[config.mk]
export PLATFORM = sky130hd
export DESIGN_NAME = gpio_rect_overlay
export DESIGN_NICKNAME = d
export VERILOG_FILES = /design/src/rtl/gpov_pkg.sv /design/src/rtl/gpov_key_sync.sv /design/src/rtl/gpov_regbank.sv /design/src/rtl/gpov_rect_hit.sv /design/src/rtl/gpov_shader.sv /design/src/rtl/gpio_rect_overlay.sv
export SDC_FILE = /design/constraint.sdc
export NUM_CORES = 1
export LEC_CHECK = 0
export BUFFER_PORTS_ARGS = -buffer_cell sky130_fd_sc_hd__buf_4
export CAP_MARGIN = 0
export CELL_PAD_IN_SITES_DETAIL_PLACEMENT = 1
export CELL_PAD_IN_SITES_GLOBAL_PLACEMENT = 1
export CORE_UTILIZATION = 29
export CTS_CLUSTER_DIAMETER = 60
export DETAILED_ROUTE_END_ITERATION = 12
export HOLD_SLACK_MARGIN = 0.12
export PLACE_DENSITY_LB_ADDON = 0.08
export SYNTH_ARGS = -nofsm -noshare
export SYNTH_HDL_FRONTEND = slang
export SYNTH_SLANG_ARGS = --single-unit
[constraint.sdc]
create_clock -name clk -period 4.7 [get_ports clk]
set_input_delay 0.235 -clock clk [delete_from_list [all_inputs] [get_ports clk]]
set_output_delay 0.235 -clock clk [all_outputs]
set_load 0.02 [all_outputs]
[src/rtl/gpov_pkg.sv]
package gpov_pkg;
   typedef enum logic [1:0] {
      SEL_NONE = 2'd0,
      SEL_KEY  = 2'd1,
      SEL_LED  = 2'd2,
      SEL_RECT = 2'd3
   } gpov_sel_e;

   localparam int unsigned RECT_COUNT = 4;
   localparam int unsigned WORD_BYTES = 4;
endpackage

[src/rtl/gpov_key_sync.sv]
module gpov_key_sync #(
   parameter int unsigned WIDTH  = 4,
   parameter int unsigned STAGES = 2
) (
   input  logic             clk,
   input  logic             rst_n,
   input  logic [WIDTH-1:0] raw_in,
   output logic [WIDTH-1:0] sync_out
);
   generate
      if (STAGES < 2) begin : g_bad_stages
         $error("gpov_key_sync: STAGES must be at least 2");
      end
   endgenerate

   logic [WIDTH-1:0] stage_q [STAGES];

   always_ff @(posedge clk or negedge rst_n) begin
      if (!rst_n) stage_q[0] <= '0;
      else        stage_q[0] <= raw_in;
   end

   generate
      for (genvar s = 1; s < STAGES; s++) begin : g_stage
         always_ff @(posedge clk or negedge rst_n) begin
            if (!rst_n) stage_q[s] <= '0;
            else        stage_q[s] <= stage_q[s-1];
         end
      end
   endgenerate

   assign sync_out = stage_q[STAGES-1];
endmodule

[src/rtl/gpov_regbank.sv]
module gpov_regbank
   import gpov_pkg::*;
#(
   parameter int unsigned ADDR_W    = 32,
   parameter int unsigned DATA_W    = 32,
   parameter int unsigned KEY_W     = 4,
   parameter int unsigned LED_W     = 8,
   parameter logic [ADDR_W-1:0] KEY_ADDR  = 32'h8000_0000,
   parameter logic [ADDR_W-1:0] LED_ADDR  = 32'h8000_0004,
   parameter logic [ADDR_W-1:0] RECT_BASE = 32'h8000_1000
) (
   input  logic              clk,
   input  logic              rst_n,
   input  logic [ADDR_W-1:0] addr,
   input  logic              wr_en,
   input  logic [DATA_W-1:0] wdata,
   input  logic              rd_en,
   input  logic [KEY_W-1:0]  key_sync,
   output logic [DATA_W-1:0] rdata,
   output logic [LED_W-1:0]  led,
   output logic [DATA_W-1:0] rect_reg [RECT_COUNT]
);
   localparam int unsigned IDX_W = $clog2(RECT_COUNT);

   gpov_sel_e        sel;
   logic [IDX_W-1:0] rect_idx;
   logic [DATA_W-1:0] rd_mux;
   logic [DATA_W-1:0] rdata_q;
   logic [LED_W-1:0]  led_q;
   logic [DATA_W-1:0] rect_q [RECT_COUNT];

   always_comb begin
      sel      = SEL_NONE;
      rect_idx = '0;
      if (addr == KEY_ADDR) sel = SEL_KEY;
      else if (addr == LED_ADDR) sel = SEL_LED;
      else begin
         for (int i = 0; i < RECT_COUNT; i++) begin
            if (addr == RECT_BASE + ADDR_W'(WORD_BYTES * i)) begin
               sel      = SEL_RECT;
               rect_idx = IDX_W'(i);
            end
         end
      end
   end

   always_ff @(posedge clk or negedge rst_n) begin
      if (!rst_n)                          led_q <= '0;
      else if (wr_en && sel == SEL_LED)    led_q <= wdata[LED_W-1:0];
   end

   generate
      for (genvar r = 0; r < RECT_COUNT; r++) begin : g_rect
         always_ff @(posedge clk or negedge rst_n) begin
            if (!rst_n) rect_q[r] <= '0;
            else if (wr_en && sel == SEL_RECT && rect_idx == IDX_W'(r))
               rect_q[r] <= wdata;
         end
         assign rect_reg[r] = rect_q[r];
      end
   endgenerate

   always_comb begin
      case (sel)
         SEL_KEY:  rd_mux = {{(DATA_W-KEY_W){1'b0}}, key_sync};
         SEL_LED:  rd_mux = {{(DATA_W-LED_W){1'b0}}, led_q};
         SEL_RECT: rd_mux = rect_q[rect_idx];
         default:  rd_mux = '0;
      endcase
   end

   always_ff @(posedge clk or negedge rst_n) begin
      if (!rst_n) rdata_q <= '0;
      else        rdata_q <= rd_en ? rd_mux : '0;
   end

   assign rdata = rdata_q;
   assign led   = led_q;
endmodule

[src/rtl/gpov_rect_hit.sv]
module gpov_rect_hit #(
   parameter int unsigned COORD_W = 16
) (
   input  logic [2*COORD_W-1:0] x_edges,
   input  logic [2*COORD_W-1:0] y_edges,
   input  logic [COORD_W-1:0]   px,
   input  logic [COORD_W-1:0]   py,
   output logic                 hit
);
   logic [COORD_W-1:0] lo_x, hi_x, lo_y, hi_y;

   assign lo_x = x_edges[2*COORD_W-1:COORD_W];
   assign hi_x = x_edges[COORD_W-1:0];
   assign lo_y = y_edges[2*COORD_W-1:COORD_W];
   assign hi_y = y_edges[COORD_W-1:0];

   assign hit = (px >= lo_x) && (px <= hi_x) && (py >= lo_y) && (py <= hi_y);
endmodule

[src/rtl/gpov_shader.sv]
module gpov_shader
   import gpov_pkg::*;
#(
   parameter int unsigned DATA_W       = 32,
   parameter int unsigned COORD_W      = 16,
   parameter int unsigned COLOR_W      = 4,
   parameter bit          GREEN_ON_TOP = 1'b1
) (
   input  logic               clk,
   input  logic               rst_n,
   input  logic [DATA_W-1:0]  rect_reg [RECT_COUNT],
   input  logic [COORD_W-1:0] px,
   input  logic [COORD_W-1:0] py,
   input  logic               active,
   output logic [COLOR_W-1:0] r_out,
   output logic [COLOR_W-1:0] g_out,
   output logic [COLOR_W-1:0] b_out
);
   localparam int unsigned BOXES = RECT_COUNT / 2;

   logic [BOXES-1:0] hit;
   logic show_r, show_g;
   logic [COLOR_W-1:0] r_q, g_q;

   generate
      for (genvar b = 0; b < BOXES; b++) begin : g_box
         gpov_rect_hit #(.COORD_W(COORD_W)) u_hit (
            .x_edges (rect_reg[2*b][2*COORD_W-1:0]),
            .y_edges (rect_reg[2*b+1][2*COORD_W-1:0]),
            .px      (px),
            .py      (py),
            .hit     (hit[b])
         );
      end

      if (GREEN_ON_TOP) begin : g_green_top
         assign show_g = hit[1];
         assign show_r = hit[0] & ~hit[1];
      end else begin : g_red_top
         assign show_r = hit[0];
         assign show_g = hit[1] & ~hit[0];
      end
   endgenerate

   always_ff @(posedge clk or negedge rst_n) begin
      if (!rst_n) begin
         r_q <= '0;
         g_q <= '0;
      end else begin
         r_q <= {COLOR_W{active & show_r}};
         g_q <= {COLOR_W{active & show_g}};
      end
   end

   assign r_out = r_q;
   assign g_out = g_q;
   assign b_out = '0;
endmodule

[src/rtl/gpio_rect_overlay.sv]
module gpio_rect_overlay
   import gpov_pkg::*;
#(
   parameter int unsigned ADDR_W       = 32,
   parameter int unsigned DATA_W       = 32,
   parameter int unsigned KEY_W        = 4,
   parameter int unsigned LED_W        = 8,
   parameter int unsigned COORD_W      = 16,
   parameter int unsigned COLOR_W      = 4,
   parameter int unsigned SYNC_STAGES  = 2,
   parameter bit          GREEN_ON_TOP = 1'b1,
   parameter logic [ADDR_W-1:0] KEY_ADDR  = 32'h8000_0000,
   parameter logic [ADDR_W-1:0] LED_ADDR  = 32'h8000_0004,
   parameter logic [ADDR_W-1:0] RECT_BASE = 32'h8000_1000
) (
   input  logic               clk,
   input  logic               rst_n,
   input  logic [ADDR_W-1:0]  bus_addr,
   input  logic               bus_wr_en,
   input  logic [DATA_W-1:0]  bus_wdata,
   input  logic               bus_rd_en,
   output logic [DATA_W-1:0]  bus_rdata,
   input  logic [KEY_W-1:0]   key_in,
   output logic [LED_W-1:0]   led_out,
   input  logic [COORD_W-1:0] pix_x,
   input  logic [COORD_W-1:0] pix_y,
   input  logic               pix_active,
   output logic [COLOR_W-1:0] vid_r,
   output logic [COLOR_W-1:0] vid_g,
   output logic [COLOR_W-1:0] vid_b
);
   generate
      if (DATA_W != 2 * COORD_W) begin : g_bad_pack
         $error("gpio_rect_overlay: DATA_W must equal 2*COORD_W");
      end
      if (KEY_W > DATA_W || LED_W > DATA_W) begin : g_bad_io
         $error("gpio_rect_overlay: KEY_W and LED_W must fit in DATA_W");
      end
      if (COLOR_W < 1) begin : g_bad_color
         $error("gpio_rect_overlay: COLOR_W must be positive");
      end
   endgenerate

   logic [KEY_W-1:0]  key_sync;
   logic [DATA_W-1:0] rect_reg [RECT_COUNT];

   gpov_key_sync #(.WIDTH(KEY_W), .STAGES(SYNC_STAGES)) u_sync (
      .clk      (clk),
      .rst_n    (rst_n),
      .raw_in   (key_in),
      .sync_out (key_sync)
   );

   gpov_regbank #(
      .ADDR_W    (ADDR_W),
      .DATA_W    (DATA_W),
      .KEY_W     (KEY_W),
      .LED_W     (LED_W),
      .KEY_ADDR  (KEY_ADDR),
      .LED_ADDR  (LED_ADDR),
      .RECT_BASE (RECT_BASE)
   ) u_regs (
      .clk      (clk),
      .rst_n    (rst_n),
      .addr     (bus_addr),
      .wr_en    (bus_wr_en),
      .wdata    (bus_wdata),
      .rd_en    (bus_rd_en),
      .key_sync (key_sync),
      .rdata    (bus_rdata),
      .led      (led_out),
      .rect_reg (rect_reg)
   );

   gpov_shader #(
      .DATA_W       (DATA_W),
      .COORD_W      (COORD_W),
      .COLOR_W      (COLOR_W),
      .GREEN_ON_TOP (GREEN_ON_TOP)
   ) u_shade (
      .clk      (clk),
      .rst_n    (rst_n),
      .rect_reg (rect_reg),
      .px       (pix_x),
      .py       (pix_y),
      .active   (pix_active),
      .r_out    (vid_r),
      .g_out    (vid_g),
      .b_out    (vid_b)
   );
endmodule

==> results of run 1 <==
-- layout by cell type (no fill, tap or decap), types with 4 or more instances in the layout --
cell type	synthesis	routed
mux2_2	96	96
a21o_1	9	9
o21ai_0	45	45
mux2i_1	4	4
o21a_1	9	9
and4_1	4	4
clkbuf_16	0	17
nand4_1	14	14
nor4_1	8	8
nand3_1	15	13
o211ai_1	6	6
nor3_1	5	5
dlygate4sd3_1	0	39
ha_1	128	128
and3_1	7	7
a21oi_1	64	64
inv_1	130	130
nand2_1	67	66
buf_4	11	160
nor2b_1	7	7
a211oi_1	10	10
a221oi_1	4	4
nor2_1	25	25
conb_1	1	4
mux2_1	44	44
a22oi_1	25	25
dfrtp_1	178	178
-- final timing paths --
path                                       end  slack [ns]
min in group asynchronous     u_regs.rdata[25]        0.38
hold reg to reg             u_sync.sync_out[2]        0.35
setup / recovery           u_regs.rect_reg[18]        1.82
setup reg to reg              u_shade.r_out[0]        2.03
max in group asynchronous      u_regs.rdata[3]        3.29
hold / removal                 u_regs.rdata[0]        0.15
-- power breakdown --
part	switching [uW]	internal, uW
sequential	1.12	1530
combinational	200	153
clock	654	866
-- worst min-delay path, cell delays in order --
cell and delay, ns:
buf_4 0.12, a22oi_1 0.09, nor2_1 0.10
-- cell type report --
class / count / area share
clock buffers: 19 / 0.0345
multi-input cells: 641 / 0.409
well taps: 461 / 0.0440
inverters: 130 / 0.0372
clock inverters: 12 / 0.0118
repair buffers: 201 / 0.124
flip-flops and latches: 178 / 0.340
-- per-layer routing --
metal / vias to the layer above / routed length (um) / GRT usage
met5: - / 0 / 0
met4: 0 / 301 / 0.0388
met3: 10 / 1020 / 0.0306
met2: 108 / 16200 / 0.314
met1: 4022 / 16800 / 0.273
li1: 3846 / - / -
-- metrics by stage --
stage,setup WS (ns),total power (uW),std cells
after floorplan,2.55,1690,991
final,1.82,3410,1642
after global placement,1.42,1900,1572
after CTS,1.83,3480,1642
after global routing,1.57,3570,1642
after detailed placement,1.36,1900,1572
-- cell families (layout without fill, tap and decap cells) --
| logic type | after synthesis | count (layout) | share of synthesized area |
|---|---|---|---|
| simple gates | 165 | 165 | 0.0778 |
| compound gates | 197 | 197 | 0.117 |
| mux | 147 | 147 | 0.160 |
| other cells | 1 | 4 | 0.000357 |
| buf+inv | 172 | 362 | 0.0680 |
| flops | 178 | 178 | 0.424 |
| fa+ha+maj | 128 | 128 | 0.152 |
-- what timing repair did --
action | CTS | global route
hold buffers | 39 | 0
setup endpoints to repair | 0 | 0
hold endpoints to repair | 226 | 0
resized for setup | 0 | 0
==> flow_metrics.tcl, run 1 <==
set metrics [dict create \
    startpoint "bus_addr[28]" \
    cts_made_buffers 17 \
    critPathRequiredTime_ns 5.02 \
    drv_slew 0 \
    max_freq_ghz 0.347 \
    path_cells "buf_4 -> nor4b_1 -> nand4_1 -> nor3_4 -> and2_1 -> buf_4 -> and3_1 -> buf_4 -> mux2_2" \
    via_count 7986 \
    ff_latch_area_um2 4450 \
    diodes 0 \
    fin_crit_ns 2.88 \
    outcome "completed" \
    crit_type "in -> reg" \
    post-route-period-util 0.614 \
    hold_start "bus_addr[12]" \
    place.gp.congestion 0.782 \
    synth.largest_area_cell "dfrtp_1" \
    syn-cell-area_um2 10500 \
    finClkSkew_ns 0.00970 \
    wirelength_um 34300 \
    tightest_slew_ns 0.873 \
    p_per_area_nw_per_um2 260 \
    hold_path_depth 3 \
    cap_violations 0 \
    yosys_warnings 0 \
    cts_max_path_buffers 2 \
    synth_common_cells "dfrtp_1, inv_1, ha_1" \
    final_core_util 0.369 \
    path_clk_slew_ns 0.06 \
    endpoint_kind "flip-flop" \
    die_w_um 192 \
    io_pins 157 \
    detail-route-antenna-nets 0 \
    die_y_um 192 \
    ctsHtreeMaxLevel 4 \
    post-route-drc-count 0 \
    multiInputGateArea_um2 5370 \
    wl_per_cell_um 20.9 \
    overflow 0 \
    cp_num_cells 9 \
    crit_slowest_cell "nor3_4" \
    vias_per_cell 4.86 \
    die_area_um2 37000 \
    finalSetupViolCount 0 \
    hold_class "in -> reg" \
    synthTopCellsByArea "dfrtp_1, ha_1, mux2_2" \
    worstSetupStartpointType "input port" \
    largest_reg_flops 128 \
    postCtsSetupBuffers 0 \
    drtIter0Drc 264 \
    ir_drop_mv 0.239 \
    synth.most_common_cell "dfrtp_1" \
    firstDrtPassIters 5 \
    synth_enable_flop_cells 0 \
    dp_hpwl_um 25300 \
    grt_pass1_vias 8288 \
    area_delta_synth_final_pct 24.9 \
    path_max_fanout 26 \
    syn_inst 988 \
    ys.flop_type "dfrtp_1" \
    clock_latency_ns 0.44 \
    ys_ff_latch 178 \
    critical_path_buf_inv_count 3 \
    clock-sinks 178 \
    nFillCells 4029 \
    rsz0062_at_grt "no" \
    grt_pass1_wl_um 52200 \
    r2r_start "u_regs.rect_reg[58]" \
    track_usage 0.194 \
    critPathMostFrequentCell "buf_4" \
    worst_r2r_path_depth 8 \
    crit_family "simple AND/OR/NAND/NOR gates" \
    yosysUniqueCellTypes 56 \
    stdcell_area_um2 13100 \
    rows 69 \
    cp.arrival_ns 3.21 \
    tns_ns 0 \
    drive_gt1_frac 0.255 \
    initial_utilization 0.295 \
    cpPeakStageDelay_ns 0.48 \
    cts_tree "built" \
    p_leak_uw 0.00609 \
    io_buffers 152 \
    grt_max_degree 96 \
    yosysSeqAreaShare 0.424 \
    antenna_found_initial 0 \
    place_area_um2 12100 \
    synthArstFlopShare 1.00 \
    cts_root_buffer "clkbuf_16" \
    slew_headroom 0.416 \
    whs_ns 0.148 \
    synth_top_area_frac 0.424 \
    core_area_um2 35600 \
    avgSynthCellArea_um2 10.6 \
    hold_viol_final 0 \
    fin_nets 1402 \
]
(Power assumes the default switching activity.)
==> run 2, diff against run 1 <==
==> constraint.sdc (replaced) <==
create_clock -name clk -period 2.4 [get_ports clk]
set_input_delay 0.12 -clock clk [delete_from_list [all_inputs] [get_ports clk]]
set_output_delay 0.12 -clock clk [all_outputs]
set_load 0.02 [all_outputs]
==> run 2 against run 1 <==
  * Utilization increased by 0.45 points
  * Flip-flop and latch count unchanged
  * Routed wire length increased by 3.0%
  * Sequential share of layout area decreased by 0.41 points
  * Hold slack improved by 0.063 ns
  * Global-route usage increased by 0.34 points
  * Clock skew decreased by 0.0016 ns
==> flow_metrics.tcl, run 2 (same netlist as run 1, synthesis figures left out) <==
set metrics [dict create \
    hold_class "in -> async" \
    fin_crit_ns 2.24 \
    clock_latency_ns 0.45 \
    wirelength_um 35300 \
    cts_max_path_buffers 2 \
    place.gp.congestion 0.807 \
    drive_gt1_frac 0.263 \
    power_frac_clock 0.435 \
    worstSetupEndpoint "u_shade.r_out[0]" \
    cts_root_buffer "clkbuf_16" \
    core_area_um2 35600 \
    diodes 0 \
    p_per_area_nw_per_um2 495 \
    dp_hpwl_um 26800 \
    finClkSkew_ns 0.00806 \
    critical_path_buf_inv_count 1 \
    drv_slew 0 \
    switchingPower_uw 1650 \
    cpPeakStageDelay_ns 0.42 \
    rrSetupSlack_ns 0.16 \
    path_max_fanout 3 \
    crit_slowest_cell "a2111o_1" \
    max_freq_ghz 0.446 \
    mostFrequentLayoutCell "dfrtp_1" \
    grt_pass1_vias 8470 \
    worstSetupStartpointType "flip-flop" \
    area_delta_synth_final_pct 26.4 \
    cp_num_cells 8 \
    overflow 0 \
    io_pins 157 \
    path_cells "inv_1 -> ha_1 -> and4_1 -> and3_1 -> a2111o_1 -> a311oi_2 -> nor3_1 -> a211oi_1" \
    via_count 8164 \
    stdcell_area_um2 13300 \
    fin_nets 1421 \
    tightest_slew_ns 1.04 \
    startpoint "u_regs.rect_reg[57]" \
    wl_per_cell_um 21.3 \
    totalPowerFinal_uw 6570 \
    ctsHtreeMaxLevel 4 \
    final_cell_mix "dfrtp_1, buf_4, inv_1" \
    largest_reg_flops 128 \
    outcome "completed" \
    cts_made_buffers 17 \
    p_seq_frac 0.458 \
    grt_pass1_wl_um 52900 \
    post-route-drc-count 0 \
    nFillCells 4022 \
    p_comb_frac 0.107 \
    tns_ns 0 \
    track_usage 0.198 \
    clock-sinks 178 \
    crit_type "reg -> reg" \
    detail-route-antenna-nets 0 \
    endpoint_kind "flip-flop" \
    path_clk_slew_ns 0.07 \
    finalSetupViolCount 0 \
    vias_per_cell 4.92 \
    p_leak_uw 0.00617 \
    ir_drop_mv 0.499 \
    cap_violations 0 \
    worst_r2r_path_depth 8 \
    antenna_found_initial 0 \
    post-route-period-util 0.934 \
    die_area_um2 37000 \
    io_buffers 152 \
    initial_utilization 0.295 \
    die_w_um 192 \
    place_area_um2 12300 \
    whs_ns 0.211 \
    rows 69 \
    slew_headroom 0.305 \
    r2r_start "u_regs.rect_reg[57]" \
    r2r-end "u_shade.r_out[0]" \
    critPathRequiredTime_ns 2.76 \
    rsz0062_at_grt "no" \
    crit_family "compound AO/OA/AOI/OAI gates" \
    firstDrtPassIters 6 \
    p_int_uw 4920 \
    grt_max_degree 57 \
    cp.arrival_ns 2.60 \
    cts_tree "built" \
    hold_viol_final 0 \
    sw_frac_of_total 0.250 \
    drtIter0Drc 356 \
    die_y_um 192 \
]
[run 2: area by class of cell]
class / instances / area, um^2 / share of cell area
inverter: 130 / 488 / 0.0367
clock buffer: 22 / 474 / 0.0357
clock inverter: 9 / 106 / 0.00801
timing repair buffer: 220 / 1810 / 0.136
multi-input combinational: 641 / 5370 / 0.404
sequential: 178 / 4450 / 0.335
tap: 461 / 577 / 0.0434
[run 2: what timing repair did]
| action | CTS | global route |
|---|---|---|
| gates resized for setup | 0 | 1 |
| hold buffers | 41 | 0 |
| buffers inserted | 0 | 0 |
| hold endpoints to repair | 263 | 0 |
| endpoints found under the setup margin | 0 | 1 |
[run 2: metrics by stage]
| stage | utilization | cells | setup slack (ns) |
|---|---|---|---|
| global route | 0.373 | 1661 | 0.0235 |
| finish | 0.373 | 1661 | 0.159 |
| floorplan | - | 991 | 0.368 |
| global placement | 0.345 | 1589 | 0.157 |
| CTS | 0.373 | 1661 | 0.0831 |
| detailed placement | 0.345 | 1589 | 0.0911 |
[run 2: power groups by stage]
stage | Sequential (uW) | Clock, uW | Combinational (uW)
2_1_floorplan | 3070 | 0 | 253
3_3_place_gp | 3070 | 0 | 657
3_5_place_dp | 3070 | 0 | 665
4_1_cts | 3010 | 2960 | 722
5_1_grt | 3010 | 3040 | 793
6_report | 3010 | 2850 | 706
[run 2: per-layer routing]
metal	global-route usage	vias up	wire [um]
met5	0	-	0
li1	-	3888	-
met2	0.328	129	17100
met1	0.266	4125	16700
met3	0.0316	22	1130
met4	0.0497	0	440
[run 2: how the worst min path moves through the flow]
stage                     start  depth (start not counted)  slack (ns)               end
after global routing      rst_n                          2        0.26  u_regs.rdata[27]
after floorplan           rst_n                          0       -0.18     u_regs.led[0]
after CTS                 rst_n                          2        0.22  u_regs.rdata[27]
after detailed placement  rst_n                          1        0.14  u_regs.rdata[27]
after global placement    rst_n                          1        0.14  u_regs.rdata[25]
final                     rst_n                          2        0.21  u_regs.rdata[27]
[run 2: worst reg2reg max path, delay by kind of cell, from the launching register on]
family / cells / cell delay [ns]
adder cells (fa/ha/maj): 1 / 0.28
flip-flops: 1 / 0.38
buffers and inverters: 1 / 0.06
AO/OA/AOI/OAI: 3 / 0.87
AND/OR/NAND/NOR: 3 / 0.57
==> run 3, diff against run 2 <==
--- a/config.mk
+++ b/config.mk
@@ -9,7 +9,7 @@
 export CAP_MARGIN = 0
 export CELL_PAD_IN_SITES_DETAIL_PLACEMENT = 1
 export CELL_PAD_IN_SITES_GLOBAL_PLACEMENT = 1
-export CORE_UTILIZATION = 29
+export CORE_UTILIZATION = 41
 export CTS_CLUSTER_DIAMETER = 60
 export DETAILED_ROUTE_END_ITERATION = 12
 export HOLD_SLACK_MARGIN = 0.12
==> run 3 against run 2 <==
  * Routed wire length down 8.1%
  * Register-to-register slack better by 0.03 ns
  * First-iteration DRC count up 4.5%
  * Non-clock buffer count down 6
  * Clock-buffer cell count down 3
  * Total power up 0.41%
  * Combinational power down 2%
  * Design area down 1.5%
  * Clock power up 1%
  * Via count up 1.8%
  * Largest power group unchanged
  * Critical path depth unchanged
==> flow_metrics.tcl, run 3 (same netlist as run 1, synthesis figures left out) <==
set metrics [dict create \
    antenna_found_initial 0 \
    tns_ns 0 \
    rows 58 \
    diodes 0 \
    worstSetupEndpoint "u_shade.r_out[0]" \
    cap_violations 0 \
    die_area_um2 26300 \
    initial_utilization 0.417 \
    largest_reg_flops 128 \
    clock_latency_ns 0.43 \
    drv_slew 0 \
    ctsResizeCount 0 \
    drtIter0Drc 372 \
    rrSetupSlack_ns 0.19 \
    grt_pass1_wl_um 50400 \
    path_cells "inv_1 -> ha_1 -> and4_1 -> and3_1 -> a2111o_1 -> a311oi_1 -> nor3_1 -> a211oi_1" \
    fin_crit_ns 2.21 \
    nFillCells 2750 \
    r2r-end "u_shade.r_out[0]" \
    finalSetupViolCount 0 \
    detail-route-antenna-nets 0 \
    wirelength_um 32400 \
    r2r_start "u_regs.rect_reg[57]" \
    wl_per_cell_um 21.3 \
    final_cell_mix "dfrtp_1, buf_4, inv_1" \
    via_count 8308 \
    post-route-drc-count 0 \
    p_per_area_nw_per_um2 504 \
    track_usage 0.259 \
    slew_headroom 0.360 \
    startpoint "u_regs.rect_reg[57]" \
    finClkSkew_ns 0.0104 \
    clock-sinks 178 \
    ctsHtreeMaxLevel 4 \
    core_area_um2 25200 \
    critPathRequiredTime_ns 2.75 \
    tightest_slew_ns 0.960 \
    endpoint_kind "flip-flop" \
    cts_made_buffers 17 \
    hold_class "in -> reg" \
    die_w_um 162 \
    fin_nets 1415 \
    area_delta_synth_final_pct 24.5 \
    worstSetupStartpointType "flip-flop" \
    cts_tree "built" \
    io_buffers 152 \
    totalPowerFinal_uw 6590 \
    firstDrtPassIters 5 \
    die_y_um 162 \
    crit_slowest_cell "a2111o_1" \
    cpPeakStageDelay_ns 0.41 \
    crit_type "reg -> reg" \
    io_pins 157 \
    cts_max_path_buffers 2 \
    ir_drop_mv 0.421 \
    overflow 0 \
    cts_root_buffer "clkbuf_16" \
    cp.arrival_ns 2.56 \
    dp_hpwl_um 24000 \
    path_max_fanout 3 \
    path_clk_slew_ns 0.08 \
    grt_max_degree 66 \
    post-route-period-util 0.923 \
    outcome "completed" \
    p_leak_uw 0.00615 \
    grt_pass1_vias 8760 \
    vias_per_cell 5.45 \
    mostFrequentLayoutCell "dfrtp_1" \
    hold_viol_final 0 \
    place.gp.congestion 0.799 \
    rsz0062_at_grt "no" \
    worst_r2r_path_depth 8 \
    drive_gt1_frac 0.261 \
    max_freq_ghz 0.452 \
]
==> run 3: worst min path at each step <==
stage                     slack [ns]  cells past startpoint          endpoint         from
after global routing            0.23                      3  u_regs.rdata[16]  bus_addr[3]
after global placement          0.11                      1  u_regs.rdata[27]        rst_n
after floorplan                -0.18                      0     u_regs.led[0]        rst_n
after CTS                       0.17                      3  u_regs.rdata[16]  bus_addr[3]
final                           0.18                      3  u_regs.rdata[16]  bus_addr[3]
after detailed placement        0.11                      1  u_regs.rdata[25]        rst_n
==> run 3: per-stage QoR <==
| step | cell area, um^2 | util | hold slack, ns | setup slack, ns | std cells |
|---|---|---|---|---|---|
| after floorplan | 10500 | - | -0.176 | 0.368 | 991 |
| after global placement | 12100 | 0.480 | 0.105 | 0.251 | 1453 |
| after detailed placement | 12100 | 0.480 | 0.114 | 0.193 | 1453 |
| after CTS | 13100 | 0.519 | 0.171 | 0.187 | 1525 |
| after global routing | 13100 | 0.519 | 0.228 | 0.00689 | 1525 |
| final | 13100 | 0.519 | 0.176 | 0.186 | 1525 |
==> run 3: metal layers <==
metal	routed length (um)	up-vias	track usage	part of all wire
met4	399	0	0.0635	0.012
met5	0	-	0	0
met2	16300	183	0.447	0.50
li1	-	3885	-	-
met1	14700	4214	0.344	0.45
met3	1100	26	0.0289	0.034
==> run 3: cell type report <==
cell class	instances	area, um^2	share of cell area
well taps	330	413	0.0316
multi-input cells	641	5360	0.410
flip-flops and latches	178	4450	0.341
inverters	130	488	0.0373
clock inverters	13	143	0.0109
repair buffers	214	1770	0.136
clock buffers	19	443	0.0339
==> run 3: power breakdown <==
| part | internal (uW) | switching, uW | total [uW] | leakage [uW] |
|---|---|---|---|---|
| sequential | 3000 | 2.85 | 3010 | 0.00247 |
| combinational | 306 | 388 | 694 | 0.00340 |
| clock | 1510 | 1390 | 2890 | 0.000283 |
| total | 4820 | 1780 | 6590 | 0.00615 |
==> run 3: repair_timing <==
action | in CTS | in global routing
endpoints found under the hold margin | 205 | 0
hold buffers | 40 | 0
buffers inserted | 0 | 0
==> run 3: worst max-delay path, delay by kind of cell (launching register included) <==
family          cells  cell delay, ns
buf+inv             1            0.05
flops               1            0.37
compound gates      3            0.86
simple gates        3            0.57
fa+ha+maj           1            0.28
